==> src/rtl/xtr_pkg.sv <==
package xtr_pkg;
  typedef enum logic [1:0] {
    ST_IDLE    = 2'd0,
    ST_TRACK   = 2'd1,
    ST_RECOVER = 2'd2
  } xtrState_t;

  typedef struct packed {
    logic arm;     // start tracking at the current level
    logic deepen;  // new deepest level, restart dwell count
    logic emit;    // publish extremum, stop counting
    logic count;   // keep counting dwell ticks
  } xtrStrobe_t;
endpackage

==> src/rtl/xtr_datapath.sv <==
module xtr_datapath
  import xtr_pkg::*;
#(
  parameter int NUM_THR    = 8,
  parameter int TRIG_STEPS = 2,
  parameter int CNT_MAX    = 64,
  localparam int MID   = NUM_THR / 2,
  localparam int MAG_W = $clog2(MID + 1),
  localparam int CNT_W = $clog2(CNT_MAX + 1)
) (
  input  logic               clk,
  input  logic               rst,
  input  logic [NUM_THR-1:0] cmpTherm,
  input  xtrStrobe_t         strobe,
  output logic               bigDev,
  output logic               atRef,
  output logic               deeper,
  output logic               retreat,
  output logic               dirOver,
  output logic [MAG_W-1:0]   extMag,
  output logic [CNT_W-1:0]   extInterval
);
  int levelI;
  int devI;
  int absI;
  int towardI;

  logic [CNT_W-1:0] runCnt;
  logic [MAG_W-1:0] peakMag;
  logic             dirReg;
  logic [MAG_W-1:0] magQ;
  logic [CNT_W-1:0] intQ;

  always_comb begin
    levelI = 0;
    for (int k = 0; k < NUM_THR; k++) begin
      levelI = levelI + int'(cmpTherm[k]);
    end
    devI    = levelI - MID;
    absI    = (devI < 0) ? -devI : devI;
    towardI = dirReg ? devI : -devI;
  end

  assign bigDev  = absI > TRIG_STEPS;
  assign atRef   = devI == 0;
  assign deeper  = towardI > int'(peakMag);
  assign retreat = towardI < int'(peakMag);

  always_ff @(posedge clk) begin
    if (rst) begin
      runCnt  <= '0;
      peakMag <= '0;
      dirReg  <= 1'b0;
      magQ    <= '0;
      intQ    <= '0;
    end else if (strobe.arm) begin
      dirReg  <= devI > 0;
      peakMag <= MAG_W'(absI);
      runCnt  <= CNT_W'(1);
    end else if (strobe.deepen) begin
      peakMag <= MAG_W'(towardI);
      runCnt  <= CNT_W'(1);
    end else if (strobe.emit) begin
      magQ   <= peakMag;
      intQ   <= runCnt;
      runCnt <= '0;
    end else if (strobe.count) begin
      if (runCnt < CNT_W'(CNT_MAX)) begin
        runCnt <= runCnt + CNT_W'(1);
      end
    end else begin
      runCnt <= '0;
    end
  end

  assign dirOver     = dirReg;
  assign extMag      = magQ;
  assign extInterval = intQ;
endmodule

==> src/rtl/xtr_control.sv <==
module xtr_control
  import xtr_pkg::*;
(
  input  logic       clk,
  input  logic       rst,
  input  logic       bigDev,
  input  logic       atRef,
  input  logic       deeper,
  input  logic       retreat,
  output xtrStrobe_t strobe,
  output logic       extPulse,
  output logic       inTransient
);
  xtrState_t state;
  xtrState_t stateNext;

  always_comb begin
    stateNext = state;
    strobe    = '0;
    unique case (state)
      ST_IDLE: begin
        if (bigDev) begin
          strobe.arm = 1'b1;
          stateNext  = ST_TRACK;
        end
      end
      ST_TRACK: begin
        if (deeper) begin
          strobe.deepen = 1'b1;
        end else if (retreat) begin
          strobe.emit = 1'b1;
          stateNext   = ST_RECOVER;
        end else begin
          strobe.count = 1'b1;
        end
      end
      ST_RECOVER: begin
        if (atRef) stateNext = ST_IDLE;
      end
      default: stateNext = ST_IDLE;
    endcase
  end

  always_ff @(posedge clk) begin
    if (rst) begin
      state    <= ST_IDLE;
      extPulse <= 1'b0;
    end else begin
      state    <= stateNext;
      extPulse <= strobe.emit;
    end
  end

  assign inTransient = state != ST_IDLE;
endmodule

==> src/rtl/xtr_extremum_capture.sv <==
module xtr_extremum_capture
  import xtr_pkg::*;
#(
  parameter int NUM_THR    = 8,
  parameter int TRIG_STEPS = 2,
  parameter int CNT_MAX    = 64,
  localparam int MAG_W = $clog2(NUM_THR / 2 + 1),
  localparam int CNT_W = $clog2(CNT_MAX + 1)
) (
  input  logic               clk,
  input  logic               rst,
  input  logic [NUM_THR-1:0] cmpTherm,
  output logic               extPulse,
  output logic               dirOver,
  output logic [MAG_W-1:0]   extMag,
  output logic [CNT_W-1:0]   extInterval,
  output logic               inTransient
);
  xtrStrobe_t strobe;
  logic bigDev, atRef, deeper, retreat;

  xtr_control u_ctl (
    .clk(clk), .rst(rst),
    .bigDev(bigDev), .atRef(atRef), .deeper(deeper), .retreat(retreat),
    .strobe(strobe), .extPulse(extPulse), .inTransient(inTransient)
  );

  xtr_datapath #(
    .NUM_THR(NUM_THR), .TRIG_STEPS(TRIG_STEPS), .CNT_MAX(CNT_MAX)
  ) u_dp (
    .clk(clk), .rst(rst), .cmpTherm(cmpTherm), .strobe(strobe),
    .bigDev(bigDev), .atRef(atRef), .deeper(deeper), .retreat(retreat),
    .dirOver(dirOver), .extMag(extMag), .extInterval(extInterval)
  );
endmodule

==> config.mk <==
export PLATFORM = sky130hd
export DESIGN_NAME = xtr_extremum_capture
export DESIGN_NICKNAME = d
export VERILOG_FILES = /design/src/rtl/xtr_pkg.sv /design/src/rtl/xtr_datapath.sv /design/src/rtl/xtr_control.sv /design/src/rtl/xtr_extremum_capture.sv
export SDC_FILE = /design/constraint.sdc
export NUM_CORES = 1
export LEC_CHECK = 0
export CORE_UTILIZATION = 29
export DETAILED_ROUTE_END_ITERATION = 6
export SETUP_SLACK_MARGIN = 0.2
export SYNTH_ARGS = -nofsm -noshare
export SYNTH_HDL_FRONTEND = slang
export SYNTH_SLANG_ARGS = --single-unit
export TNS_END_PERCENT = 50
==> constraint.sdc <==
create_clock -name clk -period 5.1 [get_ports clk]
set_input_delay 1.02 -clock clk [delete_from_list [all_inputs] [get_ports clk]]
set_output_delay 1.02 -clock clk [all_outputs]
set_load 0.05 [all_outputs]
==> results of run 1 <==
[cells in the final DEF (no fill, tap or decap), types with 10 or more instances in the layout]
master / instances
buf_4: 35
dfxtp_1: 24
buf_6: 10
mux2i_1: 13
nor2_1: 18
inv_1: 17
clkdlybuf4s50_1: 18
[kinds of logic (layout without fill, tap and decap cells)]
family,count (synthesis),count (layout),synth area share
and+or+nand+nor,66,66,0.208
AOI/OAI and AO/OA,28,28,0.157
buffers and inverters,25,90,0.0628
DFF,24,24,0.284
adders and majority gates,18,18,0.155
muxes,15,15,0.0916
xor gates and xnor gates,8,8,0.0414
[registers in the layout, indices dropped and copies added (netlist names)]
signal / count
u_ctl.extPulse: 1
u_ctl.state: 2
u_dp.dirOver: 1
u_dp.extInterval: 7
u_dp.extMag: 3
u_dp.peakMag: 3
u_dp.runCnt: 7
[timing repair]
item	4_1_cts	5_1_grt
pin swaps	28	15
gates resized for setup	33	15
cloned	0	1
buffers inserted	5	3
hold buffers	0	0
setup endpoints to repair	24	24
[Yosys cell counts (2+ instances only)]
cell / count
a21oi_1: 3
nor4_1: 2
mux2i_1: 13
a211oi_2: 2
o21ai_0: 2
clkbuf_1: 2
nand2_1: 6
inv_1: 19
or3_1: 2
dfxtp_1: 24
nand3_1: 8
and2_1: 4
a21oi_2: 3
nor2b_1: 3
nor2_1: 26
and3_1: 3
ha_1: 13
a31oi_1: 2
fa_1: 5
xor2_1: 4
a211o_1: 2
xnor2_1: 4
[power groups by stage]
stage | logic, uW | clock network [uW] | registers, uW
2_1_floorplan | 547 | 0 | 279
3_3_place_gp | 857 | 0 | 260
3_5_place_dp | 863 | 0 | 261
4_1_cts | 975 | 169 | 261
5_1_grt | 1170 | 175 | 271
6_report | 1080 | 163 | 265
[worst max-delay path, stage by stage]
cell,delay (ns)
buf_6,0.09
ha_4,0.25
inv_2,0.03
fa_1,0.52
fa_1,0.44
fa_2,0.37
fa_2,0.58
ha_4,0.22
nor2_4,0.08
a21oi_2,0.04
ha_1,0.33
nand3b_1,0.12
a32oi_2,0.28
mux2i_4,0.13
buf_6,0.15
o211ai_4,0.25
clkbuf_16,0.21
mux2i_1,0.17
nor2_1,0.05
[how the worst min path moves through the flow]
stage | from | end | slack (ns)
finish | u_dp.extInterval[6] | u_dp.extInterval[6] | 0.50
global route | u_dp.peakMag[2] | u_dp.peakMag[2] | 0.54
CTS | u_dp.extInterval[6] | u_dp.extInterval[6] | 0.51
detailed placement | u_dp.extInterval[1] | u_dp.extInterval[1] | 0.49
global placement | u_dp.peakMag[1] | u_dp.extMag[1] | 0.48
floorplan | u_dp.peakMag[1] | u_dp.extMag[1] | 0.46
[routing by layer]
metal / wire, um / part of all wire / global-route usage / vias to the layer above
li1: - / - / - / 778
met3: 93 / 0.023 / 0.0279 / 2
met1: 2030 / 0.49 / 0.196 / 740
met4: 16 / 0.0039 / 0.0111 / 0
met2: 1970 / 0.48 / 0.231 / 14
met5: 0 / 0 / 0 / -
[stage by stage]
step           instances  hold WS [ns]   util  power (uW)
2_1_floorplan        184         0.460      -         826
3_3_place_gp         308         0.480  0.423        1120
3_5_place_dp         308         0.488  0.423        1120
4_1_cts              317         0.510  0.461        1410
5_1_grt              321         0.544  0.482        1610
6_report             321         0.503  0.482        1510
[final cells by class]
type,count,area share
multi-input cells,135,0.504
inverters,19,0.0266
repair buffers,67,0.230
flip-flops and latches,24,0.179
clock buffers,3,0.0154
well taps,72,0.0336
clock inverters,1,0.0112
==> impl_metrics.py, run 1 <==
metrics = {
    "pwr": {
        "p_int_uw": 899,
        "p_per_area_nw_per_um2": 561,
        "seqPwrFrac": 0.176,
        "combPwrFrac": 0.716,
        "p_clk_frac": 0.108,
        "p_leak_uw": 0.00115,
        "ir_drop_mv": 0.275,
        "sw_frac_of_total": 0.403,
        "switchingPower_uw": 607,
    },
    "cts": {
        "cts_tree": "done",
        "h-tree-depth": 1,
        "clk_latency_ns": 0.26,
        "cts_max_path_buffers": 2,
        "clock_sinks": 24,
        "path_clk_slew_ns": 0.08,
        "cts_root_buf": "clkbuf_8",
        "numCtsBuffers": 3,
    },
    "cells_and_area": {
        "multi_input_area_um2": 1350,
        "antenna_cells": 0,
        "fin_nets": 278,
        "regArea_um2": 480,
        "drive_gt1_frac": 0.402,
        "areaGrowthSynthToFinish_pct": 58.6,
        "fillers": 514,
        "design_area_um2": 2690,
    },
    "place": {
        "place_ws_ns": -0.706,
        "port_buffers": 22,
        "dp_hpwl_um": 3100,
        "place_area_um2": 2360,
        "gp_congestion": 0.844,
    },
    "timing": {
        "setup_viol_count_final": 19,
        "worst_pin_slew_ns": 0.636,
        "fmax_ghz": 0.192,
        "hold_viol": 0,
        "rsz0062_at_grt": "true",
        "slew_headroom": 0.575,
        "finalCritPeriodShare": 1.02,
        "skew_ns": 0.00724,
        "slew_violations": 0,
        "timing.final.crit_period_ns": 5.20,
        "tns_ns": -0.963,
        "setup_ws_ns": -0.0978,
    },
    "global_route": {
        "grt_remaining_overflow": 0,
        "grt_pass1_vias": 1500,
        "grt_pass1_wl_um": 6910,
        "track_usage": 0.140,
        "grt_start_max_net_pins": 18,
        "antenna_found_initial": 0,
    },
    "die": {
        "io-pin-count": 23,
        "die_h_um": 78.4,
        "die_x_um": 78.4,
        "die_area_um2": 6150,
        "row_count": 27,
        "start_util": 0.304,
        "core_area_um2": 5570,
    },
    "yosys": {
        "synth_edf_count": 0,
        "synthCells": 184,
        "synth.lib_cells_used.distinct": 54,
        "ys_seq_area_frac": 0.284,
        "synth-main-ff-cell": "dfxtp_1",
        "synth_area_um2": 1690,
        "synthesis.nets": 212,
        "yosys_register_bits": 24,
        "synth.area.top_cells": "dfxtp_1 (28%), ha_1 (9.6%), mux2i_1 (7.7%)",
        "synth.top_cell.area_share": 0.284,
        "synthArstFlopShare": 0,
        "yosys.area.top_type": "dfxtp_1",
        "yosysWarnings": 0,
        "avgSynthCellArea_um2": 9.20,
    },
    "worst_setup_path": {
        "rr_worst_depth": 11,
        "cp-end-kind": "register",
        "critPathKind": "input pin to register",
        "crit_arrival_ns": 5.33,
        "reg2reg_slack_ns": 2.32,
        "path_max_fanout": 5,
        "r2r-end": "u_dp.extInterval[5]",
        "worst_ep_required_time_ns": 5.23,
        "cp-endpoint": "u_dp.extInterval[5]",
        "crit_start": "cmpTherm[0]",
        "r2r_start": "u_dp.dirOver",
        "startpoint_type": "input pin",
    },
    "drt": {
        "wirelength_um": 4110,
        "drt-pass1-iter-count": 4,
        "first_iter_violations": 68,
        "ant_nets": 0,
        "drcViolationCount": 0,
        "avgRoutedWirePerCell_um": 12.8,
        "vias_per_cell": 4.78,
        "vias": 1534,
    },
    "hold_path": {
        "whs_path_depth": 2,
        "hold_class": "register to register",
    },
    "job": {
        "maxCapViolCount": 0,
    },
    "status": {
        "status": "finished with violations",
        "violations": "negative setup slack",
    },
}
(Power assumes the default switching activity.)
==> run 2, diff against run 1 <==
Settings changed: MAX_ROUTING_LAYER set to met4.
==> run 2 against run 1 <==
- the flow still finishes with violations (negative setup slack)
- first-iteration DRC count up 2.9%
- maximum frequency about the same
- power about the same
- register-to-register slack barely moved
- clock skew barely moved
- final cell count unchanged
- global-route usage rose by 0.39 points
- count of clock-buffer cells in the layout unchanged
- core utilization did not move
- combinational power hardly changed
- die area did not move
- critical path type unchanged
==> impl_metrics.py, run 2 (synthesized netlist as in run 1, its figures left out) <==
metrics = {
    "status": {
        "status": "finished with violations",
        "violations": "negative setup slack",
    },
    "die": {
        "die_area_um2": 6150,
        "die_x_um": 78.4,
        "start_util": 0.304,
        "die_h_um": 78.4,
        "io-pin-count": 23,
        "row_count": 27,
        "core_area_um2": 5570,
    },
    "pwr": {
        "p_leak_uw": 0.00115,
        "p_per_area_nw_per_um2": 561,
        "power_uw": 1510,
        "ir_drop_mv": 0.275,
    },
    "worst_setup_path": {
        "startpoint_type": "input pin",
        "path_max_fanout": 5,
        "cp_cell_sequence": "buf_6 > ha_4 > inv_2 > fa_1 > fa_1 > fa_2 > fa_2 > ha_4 > nor2_4 > a21oi_2 > ha_1 > nand3b_1 > a32oi_2 > mux2i_4 > buf_6 > o211ai_4 > clkbuf_16 > mux2i_1 > nor2_1",
        "critPathKind": "input pin to register",
        "worst_ep_required_time_ns": 5.23,
        "cp-end-kind": "register",
        "reg2reg_slack_ns": 2.32,
        "cp-endpoint": "u_dp.extInterval[5]",
        "r2r_start": "u_dp.dirOver",
        "worstSetupPathDepth": 19,
        "crit_start": "cmpTherm[0]",
        "cp_top_family": "adder cells",
        "slowest_stage": "fa_2",
        "critPathMaxStageDelay_ns": 0.58,
        "critPathBufInv": 4,
        "rr_worst_depth": 11,
        "crit_arrival_ns": 5.33,
        "r2r-end": "u_dp.extInterval[5]",
    },
    "drt": {
        "drcViolationCount": 0,
        "drt-pass1-iter-count": 4,
        "avgRoutedWirePerCell_um": 12.8,
        "wirelength_um": 4100,
        "ant_nets": 0,
        "vias_per_cell": 4.78,
        "first_iter_violations": 70,
        "vias": 1533,
    },
    "timing": {
        "finalCritPeriodShare": 1.02,
        "slew_violations": 0,
        "hold_viol": 0,
        "setup_viol_count_final": 19,
        "worst_pin_slew_ns": 0.636,
        "fmax_ghz": 0.192,
        "setup_ws_ns": -0.0975,
        "slew_headroom": 0.574,
        "rsz0062_at_grt": "true",
        "skew_ns": 0.00720,
        "tns_ns": -0.960,
        "timing.final.crit_period_ns": 5.20,
    },
    "cts": {
        "clock_sinks": 24,
        "cts_max_path_buffers": 2,
        "h-tree-depth": 1,
        "clk_latency_ns": 0.26,
        "numCtsBuffers": 3,
        "path_clk_slew_ns": 0.08,
        "cts_tree": "done",
        "cts_root_buf": "clkbuf_8",
        "holdBufCountCts": 0,
    },
    "hold_path": {
        "whs_path_depth": 2,
        "hold_class": "register to register",
    },
    "cells_and_area": {
        "areaGrowthSynthToFinish_pct": 58.6,
        "antenna_cells": 0,
        "final_common_cell": "buf_4",
        "finalNonFillerCells": 321,
        "fillers": 514,
        "drive_gt1_frac": 0.402,
        "mostFrequentLayoutCells": "buf_4 (35), dfxtp_1 (24), nor2_1 (18), clkdlybuf4s50_1 (18), inv_1 (17)",
        "design_area_um2": 2690,
        "fin_nets": 278,
    },
    "place": {
        "place_area_um2": 2360,
        "dp_hpwl_um": 3100,
        "port_buffers": 22,
        "gp_congestion": 0.857,
        "dp_cells": 308,
    },
    "job": {
        "maxCapViolCount": 0,
    },
    "global_route": {
        "grt_start_max_net_pins": 18,
        "grt_pass1_vias": 1501,
        "antenna_found_initial": 0,
        "grt_remaining_overflow": 0,
        "grt_pass1_wl_um": 6910,
        "track_usage": 0.144,
    },
}
[run 2: cell counts in the layout (fill, tap and decap cells not counted)]
Identical to the previous run, type by type.
[run 2: where the power goes]
part | internal, uW | switching (uW) | total, uW
Sequential | 219 | 45.3 | 265
Combinational | 574 | 503 | 1080
Clock | 105 | 58.3 | 163
[run 2: timing repair]
action | in CTS | in global routing
setup buffers | 5 | 3
gates resized for setup | 33 | 15
cloned | 0 | 1
pin swaps | 28 | 15
setup endpoints to repair | 24 | 24
[run 2: layer usage]
metal	share of wire	track usage	vias up
li1	-	-	778
met1	0.49	0.196	739
met2	0.48	0.231	14
met3	0.022	0.0279	2
met4	0.0024	0.0111	0
met5	0	-	-
[run 2: worst min-delay path by stage]
stage	start	endpoint	slack [ns]
after global routing	u_dp.peakMag[2]	u_dp.peakMag[2]	0.54
after floorplan	u_dp.peakMag[1]	u_dp.extMag[1]	0.46
after global placement	u_dp.peakMag[1]	u_dp.extMag[1]	0.48
after CTS	u_dp.extInterval[6]	u_dp.extInterval[6]	0.51
after detailed placement	u_dp.extInterval[1]	u_dp.extInterval[1]	0.49
final	u_dp.extInterval[6]	u_dp.extInterval[6]	0.50
[run 2: metrics by stage]
step / hold WS [ns] / worst slack [ns] / util
after floorplan: 0.460 / -0.158 / -
after global placement: 0.480 / -0.638 / 0.423
after detailed placement: 0.488 / -0.706 / 0.423
after CTS: 0.510 / -0.0755 / 0.461
after global routing: 0.544 / -0.286 / 0.482
final: 0.503 / -0.0975 / 0.482
[run 2: area by class of cell]
| class | instances | area (um2) | area share |
|---|---|---|---|
| multi-input cells | 135 | 1350 | 0.504 |
| repair buffers | 67 | 618 | 0.230 |
| flip-flops and latches | 24 | 480 | 0.179 |
| well taps | 72 | 90.1 | 0.0336 |
| inverters | 19 | 71.3 | 0.0266 |
| clock buffers | 3 | 41.3 | 0.0154 |
| clock inverters | 1 | 30.0 | 0.0112 |
[run 2: worst reg2reg max path, delay by kind of cell (launching register included)]
family	cells	cell delay [ns]
buffers and inverters	2	0.36
XOR/XNOR	1	0.18
AND/OR/NAND/NOR	3	0.27
AO/OA/AOI/OAI	2	0.53
flip-flops	1	0.73
adder cells (fa/ha/maj)	1	0.29
multiplexers	2	0.30
==> run 3, diff against run 2 <==
Settings changed: ABC_CLOCK_PERIOD_IN_PS set to 5100, CORE_ASPECT_RATIO set to 0.7, CTS_BUF_LIST set to sky130_fd_sc_hd__clkbuf_8.
==> run 3 against run 2 <==
- critical path depth decreased by 1
- the flow still finishes with violations (negative setup slack)
- sequential share of layout area rose by 1.3 points
- maximum frequency is 0.53% higher
- count of clock-buffer cells in the layout is the same
- power shrank 8.4%
- hold slack worse by 0.0072 ns
- non-clock buffer count is 10 lower
- clock skew is 0.0052 ns lower
- clock power down 33%
- combinational power fell by 6%
- routed wire length grew 0.61%
- sequential power is 2% lower
==> impl_metrics.py, run 3 (synthesized netlist as in run 1, its figures left out) <==
metrics = {
    "drt": {
        "drt-pass1-iter-count": 4,
        "ant_nets": 0,
        "wirelength_um": 4130,
        "avgRoutedWirePerCell_um": 13.3,
        "drcViolationCount": 0,
        "vias": 1455,
        "first_iter_violations": 131,
        "vias_per_cell": 4.69,
    },
    "timing": {
        "rsz0062_at_grt": "true",
        "slew_headroom": 0.536,
        "setup_ws_ns": -0.0701,
        "hold_viol": 0,
        "worst_pin_slew_ns": 0.693,
        "hold_slack_ns": 0.496,
        "skew_ns": 0.00204,
        "finalCritPeriodShare": 1.01,
        "fmax_ghz": 0.193,
        "slew_violations": 0,
        "setup_viol_count_final": 12,
        "timing.final.crit_period_ns": 5.17,
    },
    "worst_setup_path": {
        "cp_cell_sequence": "buf_6 > ha_4 > inv_2 > fa_1 > fa_1 > fa_2 > fa_2 > ha_4 > buf_4 > xnor2_2 > ha_4 > nand3b_1 > nand2_2 > a2111oi_4 > o211ai_2 > buf_12 > mux2i_2 > nor2_1",
        "rr_worst_depth": 10,
        "cp_top_family": "adder cells",
        "slowest_stage": "fa_1",
        "critPathBufInv": 4,
        "reg2reg_slack_ns": 2.34,
        "critPathKind": "input pin to register",
        "crit_arrival_ns": 5.30,
        "startpoint_type": "input pin",
        "worst_ep_required_time_ns": 5.23,
        "critPathMaxStageDelay_ns": 0.49,
        "worstSetupPathDepth": 18,
        "cp-end-kind": "register",
        "path_max_fanout": 6,
        "path_common_cell": "ha_4",
    },
    "die": {
        "die_h_um": 65.9,
        "die_area_um2": 6150,
        "row_count": 22,
        "start_util": 0.312,
        "io-pin-count": 23,
        "die_x_um": 93.3,
        "core_area_um2": 5420,
    },
    "cells_and_area": {
        "finalNonFillerCells": 310,
        "fin_nets": 268,
        "final_core_util": 0.461,
        "final_common_cell": "buf_4",
        "areaGrowthSynthToFinish_pct": 47.5,
        "fillers": 499,
        "regArea_um2": 480,
        "mostFrequentLayoutCells": "buf_4 (33), nor2_1 (24), dfxtp_1 (24), inv_1 (18), clkdlybuf4s50_1 (18)",
        "multi_input_area_um2": 1300,
        "drive_gt1_frac": 0.340,
        "antenna_cells": 0,
    },
    "hold_path": {
        "whs_path_depth": 2,
        "hold_class": "register to register",
    },
    "place": {
        "dp_hpwl_um": 3050,
        "port_buffers": 22,
        "dp_cells": 300,
        "gp_congestion": 0.951,
    },
    "global_route": {
        "grt_pass1_vias": 1378,
        "track_usage": 0.147,
        "grt_pass1_wl_um": 6710,
        "antenna_found_initial": 0,
        "grt_start_max_net_pins": 18,
        "grt_remaining_overflow": 0,
    },
    "cts": {
        "numCtsBuffers": 3,
        "cts_root_buf": "clkbuf_8",
        "cts_max_path_buffers": 2,
        "cts_tree": "done",
        "clk_latency_ns": 0.27,
        "holdBufCountCts": 0,
        "clock_sinks": 24,
        "path_clk_slew_ns": 0.08,
        "h-tree-depth": 1,
    },
    "pwr": {
        "p_leak_uw": 0.00106,
        "ir_drop_mv": 0.181,
        "p_per_area_nw_per_um2": 552,
        "power_uw": 1380,
    },
    "status": {
        "status": "finished with violations",
        "violations": "negative setup slack",
    },
    "job": {
        "maxCapViolCount": 0,
    },
}
-- run 3: cell types whose count changed in the layout (fill, tap and decap cells not counted), sizes merged --
cell    delta
bufinv     -1
buf       -10
-- run 3: per-layer routing --
| layer | part of all wire | vias to the layer above | global-route usage |
|---|---|---|---|
| met1 | 0.55 | 671 | 0.220 |
| met2 | 0.39 | 32 | 0.194 |
| li1 | - | 750 | - |
| met4 | 0.0046 | 0 | 0.0462 |
| met5 | 0 | - | - |
| met3 | 0.055 | 2 | 0.0310 |
-- run 3: worst min-delay path, stage by stage, from the launching register on --
cell and delay (ns):
dfxtp_1 0.33, mux2i_1 0.07, nor2_1 0.07
-- run 3: report_power, final --
group / switching, uW / internal [uW]
clock network: 56.5 / 52.9
logic: 503 / 507
registers: 40.3 / 219
total: 600 / 780
-- run 3: final cells by class --
type	instances	share of cell area
multi-input cells	135	0.521
repair buffers	57	0.205
flip-flops and latches	24	0.192
well taps	72	0.0361
inverters	19	0.0286
clock buffers	3	0.0165
-- run 3: through the flow --
step	setup WS [ns]	cell area, um2	setup TNS, ns
after global placement	-0.808	2300	-16.40
after CTS	-0.170	2410	-2.54
final	-0.0701	2500	-0.523
after floorplan	-0.158	1810	-0.736
after global routing	-0.214	2500	-3.26
after detailed placement	-0.818	2300	-16.39
-- run 3: path summary, 6_finish.rpt --
path                                          start                  end
worst max register to register         u_dp.dirOver       u_dp.extMag[2]
worst min register to register  u_dp.extInterval[5]  u_dp.extInterval[5]
worst min-delay path            u_dp.extInterval[5]  u_dp.extInterval[5]
worst max-delay path                    cmpTherm[0]       u_dp.extMag[2]
-- run 3: timing repair --
item / CTS / global route
setup buffers: 4 / 2
resized for setup: 19 / 9
gates cloned: 0 / 1
setup endpoints to repair: 24 / 24
pin swaps: 15 / 12
